`config.mk`:
```
export PLATFORM = sky130hd
export DESIGN_NAME = ones_density_guard
export DESIGN_NICKNAME = d
export VERILOG_FILES = /design/src/rtl/odg_pkg.sv /design/src/rtl/density_monitor.sv /design/src/rtl/sticky_flag.sv /design/src/rtl/pulse_enforcer.sv /design/src/rtl/ones_density_guard.sv
export SDC_FILE = /design/constraint.sdc
export NUM_CORES = 2
export LEC_CHECK = 0
export ABC_AREA = 0
export BUFFER_PORTS_ARGS = -buffer_cell sky130_fd_sc_hd__clkbuf_2
export CAP_MARGIN = 40
export CORE_MARGIN = 4
export CORE_UTILIZATION = 55
export DETAILED_ROUTE_END_ITERATION = 8
export GPL_ROUTABILITY_DRIVEN = 0
export GPL_TIMING_DRIVEN = 0
export PLACE_DENSITY = 0.75
export SLEW_MARGIN = 20
export SYNTH_ARGS = -nofsm -noshare
export SYNTH_HDL_FRONTEND = slang
export SYNTH_SLANG_ARGS = --single-unit
```
`constraint.sdc`:
```
create_clock -name clk -period 16.4 [get_ports clk]
set_input_delay 2.46 -clock clk [delete_from_list [all_inputs] [get_ports clk]]
set_output_delay 2.46 -clock clk [all_outputs]
set_load 0.01 [all_outputs]
```
`src/rtl/odg_pkg.sv`:
```
package odg_pkg;
  // Length of density window n (n counts from 1) for a given group size.
  function automatic int unsigned win_len(int unsigned n, int unsigned grp);
    return grp * (n + 1);
  endfunction

  // Minimum number of ones demanded in window n.
  function automatic int unsigned win_min(int unsigned n);
    return n;
  endfunction
endpackage

```
`src/rtl/density_monitor.sv`:
```
module density_monitor #(
  parameter int unsigned GROUP = 8,
  parameter int unsigned NWIN  = 23,
  parameter int unsigned MAXZ  = 15
) (
  input  logic clk,
  input  logic rst_n,
  input  logic bit_valid,
  input  logic bit_in,
  output logic zero_ok,
  output logic viol_evt
);
  import odg_pkg::*;

  localparam int unsigned HIST = win_len(NWIN, GROUP);
  localparam int unsigned CW   = $clog2(HIST + 1);
  localparam int unsigned ZW   = $clog2(MAXZ + 2);

  logic [HIST-1:0] hist_q;
  logic [CW-1:0]   seen_q;
  logic [ZW-1:0]   zrun_q;
  logic [NWIN-1:0] short_if_zero;
  logic [NWIN-1:0] short_now;
  logic            run_full;

  assign run_full = (zrun_q >= ZW'(MAXZ));

  for (genvar w = 0; w < NWIN; w++) begin : g_win
    localparam int unsigned LEN  = win_len(w + 1, GROUP);
    localparam int unsigned MINV = win_min(w + 1);
    logic [CW-1:0] cnt_q;
    logic [CW-1:0] keep;
    logic [CW-1:0] nxt;
    logic          filled;

    assign keep   = cnt_q - {{(CW-1){1'b0}}, hist_q[LEN-1]};
    assign nxt    = keep + {{(CW-1){1'b0}}, bit_in};
    assign filled = (seen_q >= CW'(LEN - 1));
    assign short_if_zero[w] = filled && (keep < CW'(MINV));
    assign short_now[w]     = filled && (nxt < CW'(MINV));

    always_ff @(posedge clk) begin
      if (!rst_n)         cnt_q <= '0;
      else if (bit_valid) cnt_q <= nxt;
    end

    // a running count never exceeds its window length
    a_r3_count_bound: assert property (@(posedge clk) disable iff (!rst_n)
      cnt_q <= CW'(LEN));
  end

  always_ff @(posedge clk) begin
    if (!rst_n) begin
      hist_q <= '0;
      seen_q <= '0;
      zrun_q <= '0;
    end else if (bit_valid) begin
      hist_q <= {hist_q[HIST-2:0], bit_in};
      if (seen_q != CW'(HIST)) seen_q <= seen_q + 1'b1;
      if (bit_in)                     zrun_q <= '0;
      else if (zrun_q != ZW'(MAXZ+1)) zrun_q <= zrun_q + 1'b1;
    end
  end

  assign zero_ok  = !run_full && !(|short_if_zero);
  assign viol_evt = bit_valid && ((!bit_in && run_full) || (|short_now));

  // idle edges leave the monitor state untouched
  a_r6_idle_hold: assert property (@(posedge clk) disable iff (!rst_n)
    !bit_valid |=> $stable(seen_q) && $stable(zrun_q) && $stable(hist_q));
  // an accepted one always ends a zero run
  a_r2_run_reset: assert property (@(posedge clk) disable iff (!rst_n)
    bit_valid && bit_in |=> zrun_q == '0);
endmodule

```
`src/rtl/sticky_flag.sv`:
```
module sticky_flag (
  input  logic clk,
  input  logic rst_n,
  input  logic set_evt,
  input  logic clr,
  output logic flag
);
  always_ff @(posedge clk) begin
    if (!rst_n)       flag <= 1'b0;
    else if (set_evt) flag <= 1'b1;
    else if (clr)     flag <= 1'b0;
  end

  a_r5_set: assert property (@(posedge clk) disable iff (!rst_n)
    set_evt |=> flag);
  a_r5_hold: assert property (@(posedge clk) disable iff (!rst_n)
    flag && !clr |=> flag);
  a_r5_clear: assert property (@(posedge clk) disable iff (!rst_n)
    clr && !set_evt |=> !flag);
endmodule

```
`src/rtl/pulse_enforcer.sv`:
```
module pulse_enforcer (
  input  logic clk,
  input  logic rst_n,
  input  logic bit_valid,
  input  logic bit_in,
  input  logic enable,
  input  logic zero_ok,
  output logic next_bit,
  output logic out_bit
);
  logic force_one;

  assign force_one = enable && !zero_ok;
  assign next_bit  = bit_in || force_one;

  always_ff @(posedge clk) begin
    if (!rst_n)         out_bit <= 1'b0;
    else if (bit_valid) out_bit <= next_bit;
  end

  a_r6_out_hold: assert property (@(posedge clk) disable iff (!rst_n)
    !bit_valid |=> $stable(out_bit));
  a_r7_passthru: assert property (@(posedge clk) disable iff (!rst_n)
    bit_valid && !enable |=> out_bit == $past(bit_in));
  a_r8_forced: assert property (@(posedge clk) disable iff (!rst_n)
    bit_valid && enable && !zero_ok |=> out_bit);
  a_r8_keep_ones: assert property (@(posedge clk) disable iff (!rst_n)
    bit_valid && bit_in |=> out_bit);
endmodule

```
`src/rtl/ones_density_guard.sv`:
```
module ones_density_guard #(
  parameter int unsigned GROUP = 8,
  parameter int unsigned NWIN  = 23,
  parameter int unsigned MAXZ  = 15
) (
  input  logic clk,
  input  logic rst_n,
  input  logic enforce_en,
  input  logic viol_clr,
  input  logic tx_valid,
  input  logic tx_bit,
  input  logic rx_valid,
  input  logic rx_bit,
  output logic tx_out,
  output logic tx_viol,
  output logic rx_viol
);
  logic tx_zero_ok, tx_evt, tx_next;
  logic rx_zero_ok, rx_evt;
  logic enf_clean_q;

  pulse_enforcer u_enf (
    .clk(clk), .rst_n(rst_n), .bit_valid(tx_valid), .bit_in(tx_bit),
    .enable(enforce_en), .zero_ok(tx_zero_ok),
    .next_bit(tx_next), .out_bit(tx_out)
  );

  density_monitor #(.GROUP(GROUP), .NWIN(NWIN), .MAXZ(MAXZ)) u_txmon (
    .clk(clk), .rst_n(rst_n), .bit_valid(tx_valid), .bit_in(tx_next),
    .zero_ok(tx_zero_ok), .viol_evt(tx_evt)
  );

  density_monitor #(.GROUP(GROUP), .NWIN(NWIN), .MAXZ(MAXZ)) u_rxmon (
    .clk(clk), .rst_n(rst_n), .bit_valid(rx_valid), .bit_in(rx_bit),
    .zero_ok(rx_zero_ok), .viol_evt(rx_evt)
  );

  sticky_flag u_txflag (
    .clk(clk), .rst_n(rst_n), .set_evt(tx_evt), .clr(viol_clr), .flag(tx_viol)
  );

  sticky_flag u_rxflag (
    .clk(clk), .rst_n(rst_n), .set_evt(rx_evt), .clr(viol_clr), .flag(rx_viol)
  );

  // Tracks whether enforcement has been on at every edge since reset.
  always_ff @(posedge clk) begin
    if (!rst_n)           enf_clean_q <= 1'b1;
    else if (!enforce_en) enf_clean_q <= 1'b0;
  end

  // continuous enforcement since reset never produces a transmit event
  a_r9_enforced_clean: assert property (@(posedge clk) disable iff (!rst_n)
    enf_clean_q && enforce_en |-> !tx_evt);
  // a zero judged safe by a monitor raises no event when accepted
  a_r4_rx_safe_zero: assert property (@(posedge clk) disable iff (!rst_n)
    rx_valid && !rx_bit && rx_zero_ok |-> !rx_evt);
  a_r4_tx_safe_zero: assert property (@(posedge clk) disable iff (!rst_n)
    tx_valid && !tx_next && tx_zero_ok |-> !tx_evt);
  // outputs are clear in the first cycle after reset
  a_r1_reset_clear: assert property (@(posedge clk)
    !rst_n |=> !tx_out && !tx_viol && !rx_viol);
endmodule

```
== Word level (Yosys, flattened, before mapping) ==
Index checks and enable logic that the tools add are counted.

* Equality and inequality tests: 4
* Reduce and logical (&&, ||, !) cells: 94
* Magnitude comparators: 117
* $add $sub $neg: 96
* Muxes and demuxes: 7

{| class="wikitable"
|+ Operators by type and width
! kind !! number
|-
| 8-bit by 1-bit adder with 8-bit output || 46
|-
| 8-bit by 1-bit subtractor with 8-bit output || 46
|-
| 8-bit by 4-bit < comparator with 1-bit output (second input constant) || 24
|-
| 8-bit by 5-bit < comparator with 1-bit output (second input constant) || 24
|-
| 8-bit by 7-bit >= comparator with 1-bit output (second input constant) || 16
|-
| 8-bit >= comparator (second input constant) || 16
|-
| 8-bit by 3-bit < comparator with 1-bit output (second input constant) || 12
|-
| 1-bit logical AND || 75
|-
| 23-bit OR reduction || 3
|-
| 8-bit by 6-bit >= comparator with 1-bit output (second input constant) || 8
|-
| 8-bit by 2-bit < comparator with 1-bit output (second input constant) || 6
|-
| 8-bit by 5-bit >= comparator with 1-bit output (second input constant) || 4
|-
| 8-bit by 1-bit < comparator with 1-bit output (second input constant) || 3
|-
| 5-bit 2-to-1 mux || 4
|-
| 8-bit by 1-bit adder with 8-bit output (second input constant) || 2
|-
| 8-bit by 4-bit >= comparator with 1-bit output (second input constant) || 2
|-
| 8-bit != test (second input constant) || 2
|-
| 5-bit by 1-bit adder with 5-bit output (second input constant) || 2
|-
| 5-bit by 4-bit >= comparator with 1-bit output (second input constant) || 2
|-
| 5-bit != test (second input constant) || 2
|-
| 2-bit AND reduction || 4
|-
| 2-bit nonzero test || 4
|-
| 1-bit zero test || 5
|-
| 1-bit logical OR || 3
|-
| 1-bit 2-to-1 mux || 3
|}

* Logic and storage cells: 373
* Register bits after elaboration: 781

== Logic depth before layout (Yosys ltp) ==
* Depth after elaboration: 16
* Depth in mapped cells: 24
* Mapped depth without buffers: 21

== By module ==
Synthesis repeated with hierarchy kept, for this count alone.

* Cells, all modules: 5998
* Area, all modules: 50691.1 um2

{| class="wikitable"
|+ Modules (own cells, without submodules)
! module !! cells an instance !! instances !! area an instance (um2) !! sequential area each (um2)
|-
| density_monitor at u_rxmon || 2999 || 1 || 25358.1 || 7787.5
|-
| density_monitor at u_txmon || 2987 || 1 || 25197.9 || 7787.5
|-
| sticky_flag || 3 || 2 || 41.3 || 20.0
|-
| pulse_enforcer || 6 || 1 || 52.6 || 20.0
|}

== Worst setup path before layout ==
No wires, ideal clock.

* Path kind: input -> register
* Start: input tx_bit
* End: register u_txflag.flag
* Arrival time: 5.837 ns
* Required time: 16.326 ns
* Stages on the path: 15
* Library setup time: 0.074 ns
* Buffers on the path: 0
* Path slack: 10.488 ns
* Cell sequence: a311o_1 -> a211o_1 -> nor4_1 -> a31oi_2 -> ha_1 -> ha_1 -> nor4bb_1 -> o31ai_1 -> xor2_1 -> a211o_1 -> or4_1 -> o31ai_1 -> nor4_1 -> and4_1 -> a31oi_1

* Longest elaborated chain between the ends: 8
* Elaborated cells between the ends (all ways): 77
* Classes of those cells: 23 x add/sub; 23 x order compare; 1 x mux; 30 x reduce/logical

{| class="wikitable"
|+ Ends and longest elaborated chain
! what !! line !! text
|-
| from (decl) || ones_density_guard.sv:11 || <nowiki>input logic tx_bit,</nowiki>
|-
| 1-bit logical OR * || pulse_enforcer.sv:14 || <nowiki>assign next_bit = bit_in || force_one;</nowiki>
|-
| net tx_next || ones_density_guard.sv:18 || <nowiki>logic tx_zero_ok, tx_evt, tx_next;</nowiki>
|-
| 8-bit by 1-bit adder with 8-bit output || density_monitor.sv:37 || <nowiki>assign nxt = keep + {{(CW-1){1'b0}}, bit_in};</nowiki>
|-
| 8-bit by 1-bit < comparator with 1-bit output, or another cell as far along || density_monitor.sv:40 || <nowiki>assign short_now[w] = filled && (nxt < CW'(MINV));</nowiki>
|-
| 1-bit logical AND || density_monitor.sv:40 ||
|-
| 23-bit OR reduction || density_monitor.sv:66 || <nowiki>assign viol_evt = bit_valid && ((!bit_in && run_full) || (|short_now));</nowiki>
|-
| 1-bit logical OR * || density_monitor.sv:66 ||
|-
| 1-bit logical AND * || density_monitor.sv:66 ||
|-
| 1-bit 2-to-1 mux or 2-bit nonzero test (tied branches) || n/a ||
|-
| to (signal assigned) || sticky_flag.sv:9 || <nowiki>if (!rst_n) flag <= 1'b0;</nowiki>
|-
| to (signal assigned) || sticky_flag.sv:10 || <nowiki>else if (set_evt) flag <= 1'b1;</nowiki>
|-
| to (signal assigned) || sticky_flag.sv:11 || <nowiki>else if (clr) flag <= 1'b0;</nowiki>
|-
| to (decl) || sticky_flag.sv:6 || <nowiki>output logic flag</nowiki>
|}

The timed path passes the listed nets; every way through them passes the cells marked *.
A chain may end at the register's enable or synchronous reset.

== Worst setup path in the final report ==
* Start: register u_txmon.hist_q[55]
* End: register u_txflag.flag

* Longest elaborated chain between the ends: 16
* Elaborated cells between the ends (all ways): 85
* Classes of those cells: 24 x add/sub; 24 x order compare; 1 x mux; 36 x reduce/logical

{| class="wikitable"
|+ Ends and longest elaborated chain
! what !! line !! text
|-
| from (decl) || density_monitor.sv:19 || <nowiki>logic [HIST-1:0] hist_q;</nowiki>
|-
| from (signal assigned) || density_monitor.sv:58 || <nowiki>hist_q <= {hist_q[HIST-2:0], bit_in};</nowiki>
|-
| 8-bit by 1-bit subtractor with 8-bit output * || density_monitor.sv:36 || <nowiki>assign keep = cnt_q - {{(CW-1){1'b0}}, hist_q[LEN-1]};</nowiki>
|-
| 8-bit by 3-bit < comparator with 1-bit output * || density_monitor.sv:39 || <nowiki>assign short_if_zero[w] = filled && (keep < CW'(MINV));</nowiki>
|-
| 1-bit logical AND * || density_monitor.sv:39 ||
|-
| 23-bit OR reduction * || density_monitor.sv:65 || <nowiki>assign zero_ok = !run_full && !(|short_if_zero);</nowiki>
|-
| 1-bit zero test * || density_monitor.sv:65 ||
|-
| 1-bit logical AND * || density_monitor.sv:65 ||
|-
| 1-bit zero test * || pulse_enforcer.sv:13 || <nowiki>assign force_one = enable && !zero_ok;</nowiki>
|-
| 1-bit logical AND * || pulse_enforcer.sv:13 ||
|-
| 1-bit logical OR * || pulse_enforcer.sv:14 ||
|-
| net tx_next || ones_density_guard.sv:18 ||
|-
| 8-bit by 1-bit adder with 8-bit output || density_monitor.sv:37 ||
|-
| 8-bit by 1-bit < comparator with 1-bit output, or another cell as far along || density_monitor.sv:40 ||
|-
| 1-bit logical AND || density_monitor.sv:40 ||
|-
| 23-bit OR reduction || density_monitor.sv:66 ||
|-
| 1-bit logical OR * || density_monitor.sv:66 ||
|-
| 1-bit logical AND * || density_monitor.sv:66 ||
|-
| 1-bit 2-to-1 mux or 2-bit nonzero test (tied branches) || n/a ||
|}

Marked as above.

==> metrics.txt <==
share of layout cells above drive strength 1 3.88%; worst setup path class register to register; clock tree buffer depth 3; Critical Path End Type register; Starting DRT DRC Count 2,132; Critical Path AT between 7 and 8 ns; Net Sw Frac between 30% and 40%; Peak Freq 0.145 GHz; Seq/Total Area, Yosys between 30% and 40%; final setup fails 0; CTS Buf Count between 80 and 90; vias in the first global route around 35,000; Top Layer Used met4; metal2 WL about 48,000 um; commonest cells in the netlist dfxtp_1, nor2b_1, mux2i_1; H-tree depth 3; data required time of the critical path 16.90 ns; max-slew violation count 0; Combinational Power Share between 20% and 30%; nets@finish between 5,000 and 6,000; Max Clock Skew roughly 0.025 ns; Psw around 1.8 mW; worst vdd ir between 0.07 and 0.08 mV; worst-path maximum fanout 14; crit path max-delay cell type dfxtp_1; vias 37,100; wire per inst around 16 um; Post-Syn Area 47,900 um2; CTS tree built; most frequent cell after synthesis dfxtp_1; I/O Buffers 7; Reg clk slew, reported paths 0.06 ns; average cell area after synthesis between 8 and 9 um2; remaining global-route overflow 0; status complete, no violations; wire length on met1 51,000 um; Clock Latency Late Sink 0.65 ns; Post-CTS Repair Setup Buffers 0; IO Pins 11; Post-synth EDFFs 0; slowest stage delay, CP roughly 0.60 ns; pwr dens 111 nW/um2; metal3 WL about 5700 um; Flop pwr share around 36%; Fillers ~7,300; CTS Hold Bufs 0; router iterations before antenna repair 7; clock tree sinks a little under 800; post-route ant nets 0; Yosys warnings 0; most used cell, CP ha_1; Leakage Power about 22 nW; ys flop type dfxtp_1; Residual DRC 0; first-pass GRT wire length around 180,000 um; leading post-synthesis cells by cell area dfxtp_1, mux2i_1, nor2b_1, ha_1, xnor2_1; DP Worst Slack roughly 9.5 ns; CTS resizes 0; Initial Util between 50% and 60%; Yosys top cell area share about a third; largest net degree at the start of global routing 17; ordered list of cells on the worst path ha_1, ha_1, or4b_1, o21ai_1, or3b_1, nor4_1, a311o_1, nor4_1, a31oi_4, buf_16, ha_1, ha_1, clkbuf_1, nand2_1, a2111oi_4, mux2_1, a22oi_1, or4_1, o2111ai_1, nor4_1, a31oi_1; Internal between 4 and 5 mW; Die H about 300 um; Final Hold Fails 0; startpoint types register; RSZ-0062 raised after global routing no; dpl hpwl between 70,000 and 80,000 um; Hold WC Path Type register to register; cells after synthesis ~5,400; measured slew at the worst slew-check pin between 0.9 and 1 ns; initial antenna violation count 1; Die Area around 92,000 um2; core area a little under 90,000 um2; Distinct cells, synth 93; hold slack slightly above 0.5 ns; area leader, netlist dfxtp_1; total detailed-routing wirelength between 100,000 and 150,000 um; n_diodes 0; clock power share a little over a third; # rows roughly 110; die width around 300 um; Max Cap Viol 0; worst relative slew slack between 30% and 40%; Final min period between 6 and 7 ns; #FFs+latches synth between 700 and 800; Post-synth ARST share 0%; setup TNS 0 ns; Vias per Instance between 5 and 6; area grow syn2layout 10.6%; setup slack after layout 9.48 ns; period utilization ~42%; Overall Global Routing Usage roughly 23%; clk root buf clkbuf_16; Syn Nets ~5,700
## per-layer routing
layer	vias to the layer above	GRT usage [%]
li1	18600	-
met1	17400	31.9
met2	849	37.3
met3	206	3.25
met4	0	7.92
met5	-	0
## final timing paths
check                             from                         to  slack [ns]  cells after the start
min reg2reg  u_rxmon.g_win[2].cnt_q[2]  u_rxmon.g_win[2].cnt_q[2]        0.51                      1
min          u_rxmon.g_win[2].cnt_q[2]  u_rxmon.g_win[2].cnt_q[2]        0.51                      1
max                 u_txmon.hist_q[55]              u_txflag.flag        9.48                     21
max reg2reg         u_txmon.hist_q[55]              u_txflag.flag        9.48                     21
## flip-flops by register name, indices dropped and copies added, names as in the netlist
signal / flops
u_rxmon.seen_q: 8
u_rxmon.hist_q: 192
u_txflag.flag: 1
u_txmon.seen_q: 8
u_txmon.hist_q: 192
u_rxflag.flag: 1
u_rxmon.zrun_q: 5
u_rxmon.g_win.cnt_q: 184
u_txmon.zrun_q: 5
u_txmon.g_win.cnt_q: 184
## logic make-up (layout without fill, tap and decap cells)
logic type	count (synthesis)	after routing	synth area share (%)
simple gates	1790	1790	21.2
flops	780	780	32.6
buf+inv	694	888	5.46
compound gates	671	671	9.44
mux	665	665	13.9
xor+xnor	488	488	8.94
fa+ha+maj	312	312	8.50
## per-stage QoR
step                power (mW)  std cells  area (um2)  utilization (%)
floorplan                 3.44       5400       47900                -
global placement          3.66       6562       49400             57.1
detailed placement        3.73       6584       49800             57.4
CTS                       5.90       6742       52900             61.1
global route              6.20       6749       53000             61.2
finish                    5.87       6749       53000             61.2
## layout by cell type, fill, tap and decap left out, types with 24 or more instances in the layout
cell       count
or4_1         26
nor2b_1      723
inv_1        376
xor2_1       125
o22ai_1       24
clkbuf_16     89
and2_1       131
o211a_1       24
ha_1         289
nor2_1       199
and3_1        31
dfxtp_1      780
nand2b_1      56
nor4_1        38
mux2i_1      659
buf_1         66
a31oi_1       27
a21oi_1      168
clkbuf_1     251
o21ai_0       99
nand3_1       69
xnor2_1      362
nand2_1      266
o21ai_1       31
or3_1         31
a21o_1        51
nor3_1        76
## worst max-delay path: cells and delay by family (launching register included)
| kind | cells | cell delay [ns] |
|---|---|---|
| compound gates | 7 | 1.87 |
| fa+ha+maj | 4 | 0.99 |
| buf+inv | 2 | 0.54 |
| flops | 1 | 0.60 |
| mux | 1 | 0.36 |
| simple gates | 7 | 2.38 |
## cell type report
class | count | area [um2] | share of cell area (%)
clock buffer | 110 | 2440 | 4.60
timing repair buffer | 36 | 423 | 0.798
tap | 1155 | 1450 | 2.73
multi-input combinational | 3926 | 29700 | 56.1
clock inverter | 48 | 752 | 1.42
inverter | 380 | 1430 | 2.69
sequential | 780 | 15600 | 29.5
buffer | 314 | 1190 | 2.25
## power by group through the flow
stage          logic (mW)  clock network [mW]  registers, mW
3_5_place_dp         1.57                   0           2.15
3_3_place_gp         1.51                   0           2.15
5_1_grt              1.79                2.27           2.13
6_report             1.60                2.15           2.12
2_1_floorplan        1.31                   0           2.13
4_1_cts              1.60                2.19           2.11
Note: power is estimated with default switching activity, not from simulation.
